`config.mk`:
```
export PLATFORM = sky130hd
export DESIGN_NAME = lutcell_retimed
export DESIGN_NICKNAME = d
export VERILOG_FILES = /design/src/rtl/lutcell_pkg.sv /design/src/rtl/retime_bank.sv /design/src/rtl/cfg_store.sv /design/src/rtl/lut_core.sv /design/src/rtl/lutcell_retimed.sv
export SDC_FILE = /design/constraint.sdc
export NUM_CORES = 1
export LEC_CHECK = 0
export BUFFER_PORTS_ARGS = -buffer_cell sky130_fd_sc_hd__clkbuf_2
export CORE_ASPECT_RATIO = 0.75
export CORE_UTILIZATION = 30
export CTS_CLUSTER_DIAMETER = 40
export CTS_CLUSTER_SIZE = 8
export DETAILED_ROUTE_END_ITERATION = 10
export PLACE_DENSITY = 0.55
export REMOVE_ABC_BUFFERS = 1
export SLEW_MARGIN = 25
export SYNTH_ARGS = -nofsm -noshare
export SYNTH_HDL_FRONTEND = slang
export SYNTH_SLANG_ARGS = --single-unit
```
`constraint.sdc`:
```
create_clock -name clk -period 2.1 [get_ports clk]
set_input_delay 0.105 -clock clk [delete_from_list [all_inputs] [get_ports clk]]
set_output_delay 0.105 -clock clk [all_outputs]
set_load 0.01 [all_outputs]
```
`src/rtl/lutcell_pkg.sv`:
```
package lutcell_pkg;
  // Defaults shared by the cell and its bench.
  localparam int unsigned ROUTED_DEF = 4;
  localparam int unsigned TAPS_DEF   = 8;

  typedef enum logic {
    MODE_WIDE  = 1'b0,
    MODE_SPLIT = 1'b1
  } lut_mode_e;
endpackage

```
`src/rtl/retime_bank.sv`:
```
module retime_bank #(
  parameter int unsigned TAPS  = 8,
  parameter int unsigned TAP_W = $clog2(TAPS)
) (
  input  logic             clk,
  input  logic             rst_n,
  input  logic             d,
  input  logic [TAP_W-1:0] tap,
  output logic             q
);
  localparam int unsigned NREG = TAPS - 1;

  logic [NREG-1:0] stage;
  logic [TAPS-1:0] tap_vec;

  for (genvar j = 0; j < NREG; j++) begin : g_stage
    if (j == 0) begin : g_head
      always_ff @(posedge clk or negedge rst_n) begin
        if (!rst_n) stage[0] <= 1'b0;
        else        stage[0] <= d;
      end
    end else begin : g_body
      always_ff @(posedge clk or negedge rst_n) begin
        if (!rst_n) stage[j] <= 1'b0;
        else        stage[j] <= stage[j-1];
      end
    end
  end

  // Tap 0 is the live input; tap k is k cycles old.
  assign tap_vec = {stage, d};

  always_comb begin
    if (int'(tap) < TAPS) q = tap_vec[tap];
    else                  q = stage[NREG-1];
  end
endmodule

```
`src/rtl/cfg_store.sv`:
```
module cfg_store #(
  parameter int unsigned LUT_W  = 32,
  parameter int unsigned TAPS_W = 12
) (
  input  logic                  clk,
  input  logic                  rst_n,
  input  logic                  we,
  input  logic [LUT_W-1:0]      tbl_in,
  input  logic [TAPS_W-1:0]     taps_in,
  input  logic                  split_in,
  output logic [LUT_W-1:0]      tbl_q,
  output logic [TAPS_W-1:0]     taps_q,
  output lutcell_pkg::lut_mode_e mode_q
);
  always_ff @(posedge clk or negedge rst_n) begin
    if (!rst_n) begin
      tbl_q  <= '0;
      taps_q <= '0;
      mode_q <= lutcell_pkg::MODE_WIDE;
    end else if (we) begin
      tbl_q  <= tbl_in;
      taps_q <= taps_in;
      mode_q <= split_in ? lutcell_pkg::MODE_SPLIT : lutcell_pkg::MODE_WIDE;
    end
  end
endmodule

```
`src/rtl/lut_core.sv`:
```
module lut_core #(
  parameter int unsigned N_IN  = 4,
  parameter int unsigned LUT_W = 2 ** (N_IN + 1)
) (
  input  logic [LUT_W-1:0]       tbl,
  input  logic [N_IN-1:0]        idx,
  input  logic                   nbr,
  input  lutcell_pkg::lut_mode_e mode,
  output logic                   out0,
  output logic                   out1
);
  always_comb begin
    if (mode == lutcell_pkg::MODE_SPLIT) begin
      out0 = tbl[{1'b0, idx}];
      out1 = tbl[{1'b1, idx}];
    end else begin
      out0 = tbl[{nbr, idx}];
      out1 = 1'b0;
    end
  end
endmodule

```
`src/rtl/lutcell_retimed.sv`:
```
module lutcell_retimed #(
  parameter int unsigned N_IN = lutcell_pkg::ROUTED_DEF,
  parameter int unsigned TAPS = lutcell_pkg::TAPS_DEF,
  localparam int unsigned TAP_W = $clog2(TAPS),
  localparam int unsigned LUT_W = 2 ** (N_IN + 1)
) (
  input  logic                   clk,
  input  logic                   rst_n,
  input  logic                   cfg_we,
  input  logic [LUT_W-1:0]       cfg_table,
  input  logic [N_IN*TAP_W-1:0]  cfg_taps,
  input  logic                   cfg_split,
  input  logic [N_IN-1:0]        route_in,
  input  logic                   nbr_in,
  output logic                   f_out0,
  output logic                   f_out1
);
  logic [LUT_W-1:0]       tbl_q;
  logic [N_IN*TAP_W-1:0]  tap_q;
  lutcell_pkg::lut_mode_e mode_q;
  logic [N_IN-1:0]        dly;

  cfg_store #(.LUT_W(LUT_W), .TAPS_W(N_IN*TAP_W)) u_cfg (
    .clk     (clk),
    .rst_n   (rst_n),
    .we      (cfg_we),
    .tbl_in  (cfg_table),
    .taps_in (cfg_taps),
    .split_in(cfg_split),
    .tbl_q   (tbl_q),
    .taps_q  (tap_q),
    .mode_q  (mode_q)
  );

  for (genvar i = 0; i < N_IN; i++) begin : g_bank
    retime_bank #(.TAPS(TAPS), .TAP_W(TAP_W)) u_bank (
      .clk  (clk),
      .rst_n(rst_n),
      .d    (route_in[i]),
      .tap  (tap_q[i*TAP_W +: TAP_W]),
      .q    (dly[i])
    );
  end

  lut_core #(.N_IN(N_IN), .LUT_W(LUT_W)) u_core (
    .tbl (tbl_q),
    .idx (dly),
    .nbr (nbr_in),
    .mode(mode_q),
    .out0(f_out0),
    .out1(f_out1)
  );
endmodule

```
==> results by group <==
Final layout
  – Fin area: 0.004020 mm^2
  – Nets@finish: 324
  – Non-filler cells, final: about 400
  – Antenna Diode Count: 0
  – Share of layout cells above drive strength 1: 0.5018
  – Layout area overhead: 36.38%

Timing
  – Final worst-path cycle share: 1.211
  – Setup repair after global routing missed its margin: true
  – Worst slew margin: 0.5950
  – Slew Viols, Final: 0
  – Post-route clock skew: about 2.0 ps
  – Actual slew at the worst max-slew pin: 607.6 ps
  – Achievable frequency: between 300 and 400 MHz
  – Final WS setup: -442.8 ps
  – Post-layout min period: between 2000 and 3000 ps
  – Setup_tns: -812.0 ps
  – Final hold violations: 0
  – Final setup fails: 2
  – Hold_ws: ~12 ps

Route
  – Routed via count: 1,784
  – Wirelength, routed: 5832 um
  – Drt wl/cell: 14.47 um
  – First-pass detailed-route iteration total: 4
  – Via density: approximately 4.4
  – DRC Markers: 0
  – Routed Antenna Nets: 0
  – Initial DRC count: 77

Synthesis
  – Ys flop type: dfrtp_1
  – Gate Count Post-Synth: 182
  – Post-synth EDFFs: 0
  – Asr flop ratio synth: 1.000
  – Synthesized flop and latch total: 73
  – Avg Cell Area, Syn: ~16 um^2
  – Ys Warns: 0
  – Post-Syn Area: 0.002948 mm^2
  – Sequential share of the synthesized area: 0.6197
  – Library cells used by synthesis: 18

Setup path
  – R2R Path Start: u_cfg.taps_q[3]
  – Crit start category: flip-flop
  – CP required: about 2000 ps
  – Worst reg2reg path depth: 2
  – Worst Path Max Fanout: 16
  – Setup crit end kind: output port
  – WS Path Type: flip-flop to output port
  – Worst r2r dst: u_cfg.taps_q[3]
  – Crit path arrival time: around 2400 ps
  – R2r setup slk: 1170 ps

Global routing
  – GRT met3 Usage: 0.06228
  – Overflow after GRT: 0
  – Global-route wire length before repair: a little under 10,000 um
  – Largest net degree at the start of global routing: 47
  – Initial antenna violation count: 0
  – Total track usage: 0.1323
  – Met1 usage in global routing: 0.1803
  – Vias in the first global route: ~1,900
  – Grt met2 use: 0.1850
  – Busiest grt layer: met2

Placed design
  – Detail Placement HPWL: 4048 um
  – PortBufs: 54
  – Routability Congestion: between 0.7 and 0.8
  – Placed instance count: 363
  – Placed Area: around 0.0034 mm^2

Min path
  – Min-delay src: cfg_table[4]
  – Hold Path End: u_cfg.tbl_q[4]
  – Hold path depth: 2
  – Worst Hold Class: input pin to flip-flop

CTS
  – Num CTS Buffers: 9
  – Clk buf depth: 2
  – Root buf cell: clkbuf_16
  – CTS tree: built
  – H-tree depth: 3
  – Clock transition at the registers of the reported paths: about 50 ps
  – Clk_lat worst skew: 330 ps
  – Clock sink count: 73

Run
  – Max-Cap Viols: 0

Floorplanning
  – Core area: 0.009309 mm^2
  – Std cell rows: 30
  – Die area: approximately 0.01 mm^2
  – Die Y: approximately 88 um
  – Initial core utilization: 0.3167
  – Die width: around 120 um
  – # IOs: 55

Status
  – Outcome: finished with violations
  – Violated checks: setup timing

Power and ir drop
  – VDD IR max: roughly 0.57 mV
  – Power Dens Cells: between 900 and 1000 mW/mm^2
  – Leakage: roughly 1.8 nW
  – Post-layout power: about 0.0039 W
-- placed cells by master, fill, tap and decap left out, drive strengths merged --
cell type	count
and2b	1
nor2	4
clkbuf	64
a22oi	8
dfrtp	73
mux2i	23
inv	1
a21o	1
a211oi	2
mux4	7
dlygate4sd3	24
buf	11
o21ai	1
bufinv	2
mux2	46
a21oi	4
nand2	3
-- stage by stage --
step,setup slack (ps),utilization
after detailed placement,-184.4,0.3673
after floorplan,-87.71,-
after global placement,-147.7,0.3673
final,-442.8,0.4319
after CTS,-479.1,0.4270
after global routing,-630.5,0.4319
-- power by group --
part	internal (W)	switching [W]
combinational	0.000341	0.000251
sequential	0.00152	0.0000748
clock	0.00113	0.000534
total	0.00299	0.000860
-- sequential cells by signal (all words and copies together), names as in the netlist --
name and count:
u_cfg.taps_q 12, u_cfg.tbl_q 32, g_bank.u_bank.stage 28, u_cfg.mode_q 1
-- layout make-up --
| type | instances | area, um^2 |
|---|---|---|
| flip-flops and latches | 73 | 1828 |
| multi-input cells | 100 | 1077 |
| clock buffers | 13 | 270.3 |
| well taps | 128 | 160.2 |
| fillers | 890 | 5289 |
| clock inverters | 2 | 60.06 |
| repair buffers | 86 | 620.6 |
| inverters | 1 | 3.754 |
-- layer usage --
metal  vias up  routed length [um]
met1       885                2976
met2        46                2432
met4         0                  61
met5         -                   0
met3         6                 362
li1        847                   -
-- logic make-up after synthesis --
group / share of synthesized area
multiplexers: 0.3073
flip-flops: 0.6197
AO/OA/AOI/OAI: 0.03777
buffers and inverters: 0.02207
AND/OR/NAND/NOR: 0.01316
-- cell usage after synthesis, types with 2 or more instances --
library cell  count  area (um^2)
a21oi_1           3        15.01
nand2_1           2        7.510
mux2_2           46        518.0
a22oi_1           8        60.06
mux4_2            7        157.7
clkbuf_1          5        18.77
dfrtp_1          73         1827
a211oi_1          2        15.01
mux2i_1          23        230.2
nor2_1            4        15.01
buf_6             2        22.52
-- worst max-delay path by stage --
| stage | cells after the start | slack, ps | from | to |
|---|---|---|---|---|
| 4_1_cts | 9 | -480 | u_cfg.taps_q[0] | f_out0 |
| 6_report | 9 | -440 | u_cfg.taps_q[0] | f_out0 |
| 3_5_place_dp | 9 | -180 | u_cfg.taps_q[0] | f_out0 |
| 2_1_floorplan | 6 | -90 | u_cfg.taps_q[0] | f_out1 |
| 3_3_place_gp | 9 | -150 | u_cfg.taps_q[0] | f_out0 |
| 5_1_grt | 9 | -630 | u_cfg.taps_q[0] | f_out0 |
-- critical path, stage by stage, from the launching register on --
cell and delay (ps):
dfrtp_2 450, mux2i_1 120, mux4_2 500, buf_12 180
mux2i_1 130, a22oi_1 210, nand2_1 90, a211oi_2 190
a21o_1 110, buf_2 120
-- what timing repair did --
action / in CTS / in global routing
setup endpoints to repair: 2 / 2
pin swaps: 5 / 2
buffers inserted: 1 / 0
hold buffers: 20 / 4
hold endpoints to repair: 41 / 4
gates resized for setup: 5 / 3
gates cloned: 0 / 0
Note: power is estimated with default switching activity, not from simulation.
